<file path="src/rtl/irq_dist_pkg.sv">
package irq_dist_pkg;

   // Register windows seen by the decoder.
   typedef enum logic [3:0] {
      WIN_NONE,
      WIN_CTRL,
      WIN_TYPE,
      WIN_IDENT,
      WIN_EN_SET,
      WIN_EN_CLR,
      WIN_PD_SET,
      WIN_PD_CLR,
      WIN_AC_SET,
      WIN_AC_CLR,
      WIN_CFG,
      WIN_PRIO
   } win_e;

   // Byte offsets of the windows.
   localparam int unsigned OFS_CTRL   = 32'h000;
   localparam int unsigned OFS_TYPE   = 32'h004;
   localparam int unsigned OFS_IDENT  = 32'h008;
   localparam int unsigned OFS_GROUP  = 32'h100;
   localparam int unsigned OFS_EN_SET = 32'h200;
   localparam int unsigned OFS_PD_SET = 32'h300;
   localparam int unsigned OFS_AC_SET = 32'h400;
   localparam int unsigned OFS_CFG    = 32'h500;
   localparam int unsigned OFS_PRIO   = 32'h600;
   // The drop alias of each bitmap lies this far above its raise alias.
   localparam int unsigned OFS_CLR_DELTA = 32'h080;

   // Widest access that is decoded, in bytes.
   localparam int unsigned MAX_ACCESS_BYTES = 4;
   // Number of bitmaps: enable, pending, active.
   localparam int unsigned NUM_BITMAPS = 3;

endpackage

</file>
<file path="src/rtl/irq_dist_decode.sv">
module irq_dist_decode
   import irq_dist_pkg::*;
#(
   parameter int unsigned NUM_IRQ = 64,
   parameter int unsigned ADDR_W  = 12,
   parameter int unsigned IDX_W   = 4
) (
   input  logic [ADDR_W-1:0] addr,
   output win_e              win,
   output logic [IDX_W-1:0]  idx
);

   localparam int unsigned BM_BYTES   = NUM_IRQ / 8;
   localparam int unsigned CFG_BYTES  = NUM_IRQ / 4;
   localparam int unsigned PRIO_BYTES = NUM_IRQ;

   function automatic logic in_win(input logic [ADDR_W-1:0] a,
                                   input int unsigned base,
                                   input int unsigned len);
      return (32'(a) >= base) && (32'(a) < base + len);
   endfunction

   function automatic logic [IDX_W-1:0] word_of(input logic [ADDR_W-1:0] a,
                                                input int unsigned base);
      return IDX_W'((32'(a) - base) >> 2);
   endfunction

   logic [ADDR_W-1:0] wa;

   always_comb begin
      wa  = {addr[ADDR_W-1:2], 2'b00};
      win = WIN_NONE;
      idx = '0;
      // The group window and all unassigned space fall through to WIN_NONE.
      if (32'(wa) == OFS_CTRL) begin
         win = WIN_CTRL;
      end else if (32'(wa) == OFS_TYPE) begin
         win = WIN_TYPE;
      end else if (32'(wa) == OFS_IDENT) begin
         win = WIN_IDENT;
      end else if (in_win(wa, OFS_EN_SET, BM_BYTES)) begin
         win = WIN_EN_SET; idx = word_of(wa, OFS_EN_SET);
      end else if (in_win(wa, OFS_EN_SET + OFS_CLR_DELTA, BM_BYTES)) begin
         win = WIN_EN_CLR; idx = word_of(wa, OFS_EN_SET + OFS_CLR_DELTA);
      end else if (in_win(wa, OFS_PD_SET, BM_BYTES)) begin
         win = WIN_PD_SET; idx = word_of(wa, OFS_PD_SET);
      end else if (in_win(wa, OFS_PD_SET + OFS_CLR_DELTA, BM_BYTES)) begin
         win = WIN_PD_CLR; idx = word_of(wa, OFS_PD_SET + OFS_CLR_DELTA);
      end else if (in_win(wa, OFS_AC_SET, BM_BYTES)) begin
         win = WIN_AC_SET; idx = word_of(wa, OFS_AC_SET);
      end else if (in_win(wa, OFS_AC_SET + OFS_CLR_DELTA, BM_BYTES)) begin
         win = WIN_AC_CLR; idx = word_of(wa, OFS_AC_SET + OFS_CLR_DELTA);
      end else if (in_win(wa, OFS_CFG, CFG_BYTES)) begin
         win = WIN_CFG; idx = word_of(wa, OFS_CFG);
      end else if (in_win(wa, OFS_PRIO, PRIO_BYTES)) begin
         win = WIN_PRIO; idx = word_of(wa, OFS_PRIO);
      end
   end

endmodule

</file>
<file path="src/rtl/irq_dist_bitmap.sv">
module irq_dist_bitmap #(
   parameter int unsigned NUM_IRQ = 64,
   parameter int unsigned IDX_W   = 4
) (
   input  logic               clk,
   input  logic               rst_n,
   input  logic               set_en,
   input  logic               clr_en,
   input  logic [IDX_W-1:0]   idx,
   input  logic [31:0]        wdata,
   output logic [NUM_IRQ-1:0] bits,
   output logic               changed
);

   localparam int unsigned WORDS = NUM_IRQ / 32;

   logic [NUM_IRQ-1:0] nxt;

   for (genvar w = 0; w < WORDS; w++) begin : g_word
      logic        hit;
      logic [31:0] cur;
      logic [31:0] upd;
      assign hit = (idx == IDX_W'(w));
      assign cur = bits[w*32 +: 32];
      always_comb begin
         upd = cur;
         if (hit && set_en) begin
            upd = cur | wdata;
         end else if (hit && clr_en) begin
            upd = cur & ~wdata;
         end
      end
      assign nxt[w*32 +: 32] = upd;
   end

   always_ff @(posedge clk or negedge rst_n) begin
      if (!rst_n) begin
         bits <= '0;
      end else begin
         bits <= nxt;
      end
   end

   assign changed = (nxt != bits);

endmodule

</file>
<file path="src/rtl/irq_dist_wordstore.sv">
module irq_dist_wordstore #(
   parameter int unsigned NUM_WORDS = 16,
   parameter int unsigned IDX_W     = 4
) (
   input  logic             clk,
   input  logic             rst_n,
   input  logic             we,
   input  logic [IDX_W-1:0] idx,
   input  logic [31:0]      wdata,
   output logic [31:0]      rdata
);

   localparam int unsigned LW = (NUM_WORDS > 1) ? $clog2(NUM_WORDS) : 1;

   logic [31:0] mem [NUM_WORDS];
   logic        in_range;
   logic [LW-1:0] sel;

   assign in_range = (32'(idx) < NUM_WORDS);
   assign sel      = idx[LW-1:0];

   always_ff @(posedge clk or negedge rst_n) begin
      if (!rst_n) begin
         for (int i = 0; i < NUM_WORDS; i++) begin
            mem[i] <= '0;
         end
      end else if (we && in_range) begin
         mem[sel] <= wdata;
      end
   end

   assign rdata = in_range ? mem[sel] : '0;

endmodule

</file>
<file path="src/rtl/irq_dist_regs.sv">
module irq_dist_regs
   import irq_dist_pkg::*;
#(
   parameter int unsigned NUM_IRQ      = 64,
   parameter int unsigned NUM_CPU      = 4,
   parameter int unsigned ADDR_W       = 12,
   parameter logic [7:0]  PRODUCT_CODE = 8'hA7,
   parameter logic [11:0] IMPL_CODE    = 12'h2C5
) (
   input  logic               clk,
   input  logic               rst_n,
   input  logic               req_valid,
   input  logic               req_write,
   input  logic [ADDR_W-1:0]  req_addr,
   input  logic [3:0]         req_size,
   input  logic [31:0]        req_wdata,
   output logic               resp_valid,
   output logic [31:0]        resp_rdata,
   output logic               resp_abort,
   output logic               glb_en,
   output logic [NUM_IRQ-1:0] irq_en,
   output logic [NUM_IRQ-1:0] irq_pend,
   output logic [NUM_IRQ-1:0] irq_act,
   output logic               upd_pulse
);

   localparam int unsigned PRIO_WORDS = NUM_IRQ / 4;
   localparam int unsigned CFG_WORDS  = NUM_IRQ / 16;
   localparam int unsigned IDX_W      = $clog2(PRIO_WORDS);
   localparam logic [31:0] TYPE_WORD  = 32'((NUM_CPU - 1) << 5) | 32'(NUM_IRQ / 32 - 1);
   localparam logic [31:0] IDENT_WORD = {PRODUCT_CODE, 12'h000, IMPL_CODE};

   // Elaboration-time parameter checks.
   if (NUM_IRQ % 32 != 0 || NUM_IRQ < 32 || NUM_IRQ > 1024) begin : g_bad_irq
      $error("NUM_IRQ must be a multiple of 32 between 32 and 1024");
   end
   if (NUM_CPU < 1 || NUM_CPU > 8) begin : g_bad_cpu
      $error("NUM_CPU must lie between 1 and 8");
   end
   if (ADDR_W < 12 || ADDR_W > 32) begin : g_bad_addr
      $error("ADDR_W must lie between 12 and 32");
   end

   // Request qualification.
   logic oversize, go, wr;
   assign oversize = (req_size > 4'(MAX_ACCESS_BYTES));
   assign go       = req_valid && !oversize;
   assign wr       = go && req_write;

   win_e             win;
   logic [IDX_W-1:0] idx;

   irq_dist_decode #(
      .NUM_IRQ (NUM_IRQ),
      .ADDR_W  (ADDR_W),
      .IDX_W   (IDX_W)
   ) decode_i (
      .addr (req_addr),
      .win  (win),
      .idx  (idx)
   );

   // Bitmaps: 0 = enable, 1 = pending, 2 = active.
   logic [NUM_BITMAPS-1:0] set_hit, clr_hit, bm_changed;
   logic [NUM_IRQ-1:0]     bm_bits [NUM_BITMAPS];
   logic [31:0]            bm_word [NUM_BITMAPS];

   always_comb begin
      set_hit = '0;
      clr_hit = '0;
      if (wr) begin
         case (win)
            WIN_EN_SET: set_hit[0] = 1'b1;
            WIN_EN_CLR: clr_hit[0] = 1'b1;
            WIN_PD_SET: set_hit[1] = 1'b1;
            WIN_PD_CLR: clr_hit[1] = 1'b1;
            WIN_AC_SET: set_hit[2] = 1'b1;
            WIN_AC_CLR: clr_hit[2] = 1'b1;
            default:    ;
         endcase
      end
   end

   for (genvar k = 0; k < NUM_BITMAPS; k++) begin : g_bm
      irq_dist_bitmap #(
         .NUM_IRQ (NUM_IRQ),
         .IDX_W   (IDX_W)
      ) bitmap_i (
         .clk     (clk),
         .rst_n   (rst_n),
         .set_en  (set_hit[k]),
         .clr_en  (clr_hit[k]),
         .idx     (idx),
         .wdata   (req_wdata),
         .bits    (bm_bits[k]),
         .changed (bm_changed[k])
      );
      assign bm_word[k] = bm_bits[k][32*int'(idx) +: 32];
   end

   assign irq_en   = bm_bits[0];
   assign irq_pend = bm_bits[1];
   assign irq_act  = bm_bits[2];

   // Global switch.
   logic glb_q, glb_change;
   assign glb_change = wr && (win == WIN_CTRL) && (req_wdata[0] != glb_q);

   always_ff @(posedge clk or negedge rst_n) begin
      if (!rst_n) begin
         glb_q <= 1'b0;
      end else if (wr && (win == WIN_CTRL)) begin
         glb_q <= req_wdata[0];
      end
   end
   assign glb_en = glb_q;

   // Priority and configuration arrays.
   logic [31:0] prio_rd, cfg_rd;

   irq_dist_wordstore #(
      .NUM_WORDS (PRIO_WORDS),
      .IDX_W     (IDX_W)
   ) prio_i (
      .clk   (clk),
      .rst_n (rst_n),
      .we    (wr && (win == WIN_PRIO)),
      .idx   (idx),
      .wdata (req_wdata),
      .rdata (prio_rd)
   );

   irq_dist_wordstore #(
      .NUM_WORDS (CFG_WORDS),
      .IDX_W     (IDX_W)
   ) cfg_i (
      .clk   (clk),
      .rst_n (rst_n),
      .we    (wr && (win == WIN_CFG)),
      .idx   (idx),
      .wdata (req_wdata),
      .rdata (cfg_rd)
   );

   // Read mux.
   logic [31:0] rd;
   always_comb begin
      case (win)
         WIN_CTRL:               rd = {31'b0, glb_q};
         WIN_TYPE:               rd = TYPE_WORD;
         WIN_IDENT:              rd = IDENT_WORD;
         WIN_EN_SET, WIN_EN_CLR: rd = bm_word[0];
         WIN_PD_SET, WIN_PD_CLR: rd = bm_word[1];
         WIN_AC_SET, WIN_AC_CLR: rd = bm_word[2];
         WIN_CFG:                rd = cfg_rd;
         WIN_PRIO:               rd = prio_rd;
         default:                rd = '0;
      endcase
   end

   // Response stage.
   always_ff @(posedge clk or negedge rst_n) begin
      if (!rst_n) begin
         resp_valid <= 1'b0;
         resp_abort <= 1'b0;
         resp_rdata <= '0;
         upd_pulse  <= 1'b0;
      end else begin
         resp_valid <= req_valid;
         resp_abort <= req_valid && oversize;
         resp_rdata <= (go && !req_write) ? rd : '0;
         upd_pulse  <= wr && ((|bm_changed) || glb_change);
      end
   end

endmodule

</file>
<file path="config.mk">
export PLATFORM = sky130hd
export DESIGN_NAME = irq_dist_regs
export DESIGN_NICKNAME = d
export VERILOG_FILES = /design/src/rtl/irq_dist_pkg.sv /design/src/rtl/irq_dist_decode.sv /design/src/rtl/irq_dist_bitmap.sv /design/src/rtl/irq_dist_wordstore.sv /design/src/rtl/irq_dist_regs.sv
export SDC_FILE = /design/constraint.sdc
export NUM_CORES = 2
export LEC_CHECK = 0
export ABC_AREA = 1
export BUFFER_PORTS_ARGS = -buffer_cell sky130_fd_sc_hd__buf_2
export CAP_MARGIN = 20
export CORE_ASPECT_RATIO = 0.9
export CORE_MARGIN = 1
export CORE_UTILIZATION = 30
export CTS_BUF_LIST = sky130_fd_sc_hd__clkbuf_2 sky130_fd_sc_hd__clkbuf_4 sky130_fd_sc_hd__clkbuf_8
export CTS_CLUSTER_SIZE = 28
export DETAILED_ROUTE_END_ITERATION = 7
export GPL_TIMING_DRIVEN = 1
export HOLD_SLACK_MARGIN = 0.15
export PLACE_DENSITY = 0.44
export SYNTH_ARGS = -nofsm -noshare
export SYNTH_HDL_FRONTEND = slang
export SYNTH_SLANG_ARGS = --single-unit
</file>
<file path="constraint.sdc">
create_clock -name clk -period 1.5 [get_ports clk]
set_clock_uncertainty 0.15 [all_clocks]
set_input_delay 0.3 -clock clk [delete_from_list [all_inputs] [get_ports clk]]
set_output_delay 0.3 -clock clk [all_outputs]
set_load 0.01 [all_outputs]
</file>
==> results_dict.tcl <==
set metrics [dict create \
    drv_slew 0 \
    min_period_ns 2.557 \
    internal-power_mw 41.04 \
    seqPwrFrac_pct 42.8 \
    remaining_drc_errors 0 \
    layout.nets 6402 \
    postLayoutCoreUtil_pct 46.35 \
    cts_tree "built" \
    power_switching_mw 15.79 \
    grt_start_max_net_pins 65 \
    clock_sinks 868 \
    clk_path_buf_depth 3 \
    ios 280 \
    clk_pin_slew_ns 0.06 \
    area_growth_pct 53.03 \
    cp_max_fo 11 \
    rr_endpoint "upd_pulse$_DFF_PN0_" \
    ir_drop_mv 0.8401 \
    r2r_slack_ns -0.67 \
    core_um2 137700 \
    fp-row-count 129 \
    antenna_found_initial 14 \
    ys_ff_latch 868 \
    postSynthNetCount 5185 \
    root_buffer "clkbuf_8" \
    wl_per_cell_um 28.71 \
    synth_edf_count 0 \
    cellPowerDensity_nw_per_um2 890.5 \
    comb_power_share_pct 13.5 \
    track_usage_pct 31.14 \
    fin_area_um2 63820 \
    worstMarginPinSlew_ns 0.9526 \
    synth_area_leaders "dfrtp_1 52%, o21ai_0 14%, nand2_1 9.2%" \
    drt_iter0_drc 5832 \
    finalCritPeriodShare_pct 170.5 \
    synth-main-ff-cell "dfrtp_1" \
    initial_utilization_pct 30.29 \
    status "finished with violations" \
    yosysTopAreaCell "dfrtp_1" \
    syn_inst 5133 \
    netSwitchingFraction_pct 27.79 \
    slew_headroom_pct 36.28 \
    setup_viol 1962 \
    rsz0062_at_grt "true" \
    dp_slack_ns -2.313 \
    hold_ws_ns 0.1418 \
    grt_pass1_vias 41810 \
    synth_top_area_share_pct 52.09 \
    synthArstFlopShare_pct 100.0 \
    cp-startpoint "req_addr[6]" \
    min_path_type "in -> reg" \
    die_h_um 355.7 \
    ant_nets 0 \
    hold_violations 0 \
    syn_avg_cell_area_um2 8.124 \
    critPathKind "in -> reg" \
    r2r_start "g_bm[1].bitmap_i.bits[8]$_DFF_PN0_" \
    place_hpwl_mm 154.9 \
    endpoint_kind "flip-flop" \
    violations "negative setup slack" \
    vias_per_cell 5.567 \
    yosysUniqueCellTypes 35 \
    route.vias.total 46290 \
    wirelength_mm 238.7 \
    arrival_ns 3.17 \
    grt_pass1_wl_mm 315.4 \
    fin_ws_ns -1.057 \
    r2r_cells 9 \
    dieArea_um2 140500 \
    drt-pass1-iter-count 7 \
    cts_hold_buf 60 \
    io_buffers 277 \
    die_w_um 395 \
    cts_made_buffers 155 \
    drive_above_1_share_pct 35.63 \
    insertion_delay_ns 0.91 \
    required_ns 2.12 \
    gp_congestion 1.045 \
    clock_power_share_pct 43.8 \
    p_leak_nw 30.00 \
    ys_seq_area_share_pct 52.09 \
    syn_area_um2 41700 \
    max_freq_mhz 391.1 \
    yosys_warnings 0 \
    grt_overflow 0 \
    placed_cell_area_um2 53000 \
    finalNonFillerCells 8315 \
    crit_path_start_kind "input pin" \
    place_inst 7750 \
    endpoint "upd_pulse$_DFF_PN0_" \
    drv_cap 0 \
    htree_levels 4 \
]
-- per-layer routing --
metal  global-route usage, %  routed length, µm
met4                   10.18               8060
met5                       0                 55
met3                   9.855              28320
met2                   42.49              95340
met1                   45.86             106900
-- layout by cell type (no fill, tap or decap), types with 53 or more instances in the layout --
cell           instances
nor2_1               358
a22oi_1               58
buf_6                184
nand3_1              143
dlygate4sd3_1         60
o21ai_0              964
dfrtp_1              847
nand2_1              858
nand2_4               80
clkbuf_4              54
nand3b_1              60
o22ai_1              107
buf_2                222
nand4_1              222
nand2_2               85
buf_4                787
inv_1                190
buf_12               186
o21ai_1              132
nor2_2                67
o21ai_2               70
clkbuf_8             204
nor2_4                53
-- critical path, cell delays in order --
cell and delay, ns:
buf_2 0.13, nor2_4 0.06, buf_4 0.13, nand2_2 0.06, nor2_4 0.05, inv_2 0.10
buf_6 0.14, nor2_4 0.04, nor2_4 0.19, buf_6 0.13, buf_4 0.12, nand4_1 0.13
buf_4 0.17, buf_12 0.15, nand4_1 0.23, nand2_1 0.08, nor2_1 0.15, buf_4 0.17
nand4_1 0.08, nor2_1 0.17, nand2_1 0.08, nor2_2 0.16, nand3_1 0.10
-- cell families after synthesis --
logic type	Yosys count	share of synthesized area, %
flip-flops	868	52.09
AO/OA/AOI/OAI	1559	20.40
AND/OR/NAND/NOR	2033	21.13
buffers and inverters	673	6.379
-- power by group through the flow --
stage	clock [mW]	sequential (mW)	combinational [mW]
finish	24.9	24.3	7.65
global route	26.3	24.3	8.10
global placement	0	24.7	5.70
floorplan	0	24.6	2.55
detailed placement	0	24.7	5.70
CTS	25.3	24.3	6.86
-- sequential cells by signal (all words and copies together) (netlist names) --
signal,flops
prio_i.mem,512
cfg_i.mem,128
resp_rdata,32
upd_pulse,1
resp_abort,1
resp_valid,1
glb_en,1
g_bm.bitmap_i.bits,192
-- synth_stat cells, types with 12 or more instances --
cell type	n
o22ai_1	164
inv_1	196
nand3b_1	60
o221ai_1	12
clkbuf_1	363
a22oi_1	61
o211ai_1	23
a21oi_1	36
o21ai_1	30
nor3_1	81
nor2_1	466
dfrtp_1	868
nand4_1	222
nand2_1	1027
o31ai_1	63
nand3_1	152
o21ai_0	1136
a31oi_1	16
buf_2	86
-- cell type report --
type	instances	area, µm²
Antenna cell	7	17.52
Clock buffer	258	3213
Clock inverter	23	224.0
Fill cell	13520	73860
Inverter	209	823.3
Multi-Input combinational cell	3595	20100
Sequential cell	868	21750
Tap cell	1834	2295
Timing Repair Buffer	1520	15380
Timing Repair inverter	1	16.27
-- what timing repair did --
action / in CTS / in global routing
cloned: 20 / 55
buffers inserted: 99 / 60
hold endpoints to repair: 1600 / 2
setup endpoints to repair: 1093 / 1962
gates resized for setup: 433 / 701
pin swaps: 134 / 178
-- through the flow --
stage               total power [mW]  setup TNS, ns
floorplan                      27.19        -712.73
global placement               30.38       -1327.65
detailed placement             30.39       -1340.41
CTS                            56.39        -789.45
global route                   58.76       -1023.55
finish                         56.83        -920.51
-- how the worst min path moves through the flow --
stage                                          end   startpoint  cells past startpoint
6_report                   resp_rdata[8]$_DFF_PN0_  req_addr[4]                      7
5_1_grt                    resp_rdata[8]$_DFF_PN0_  req_addr[4]                      7
4_1_cts        g_bm[1].bitmap_i.bits[25]$_DFF_PN0_  req_addr[2]                      8
3_5_place_dp           prio_i.mem[434]$_DFFE_PN0P_        rst_n                      2
3_3_place_gp           prio_i.mem[434]$_DFFE_PN0P_        rst_n                      2
2_1_floorplan             cfg_i.mem[0]$_DFFE_PN0P_        rst_n                      0
Power figures use the tool's default switching activity.
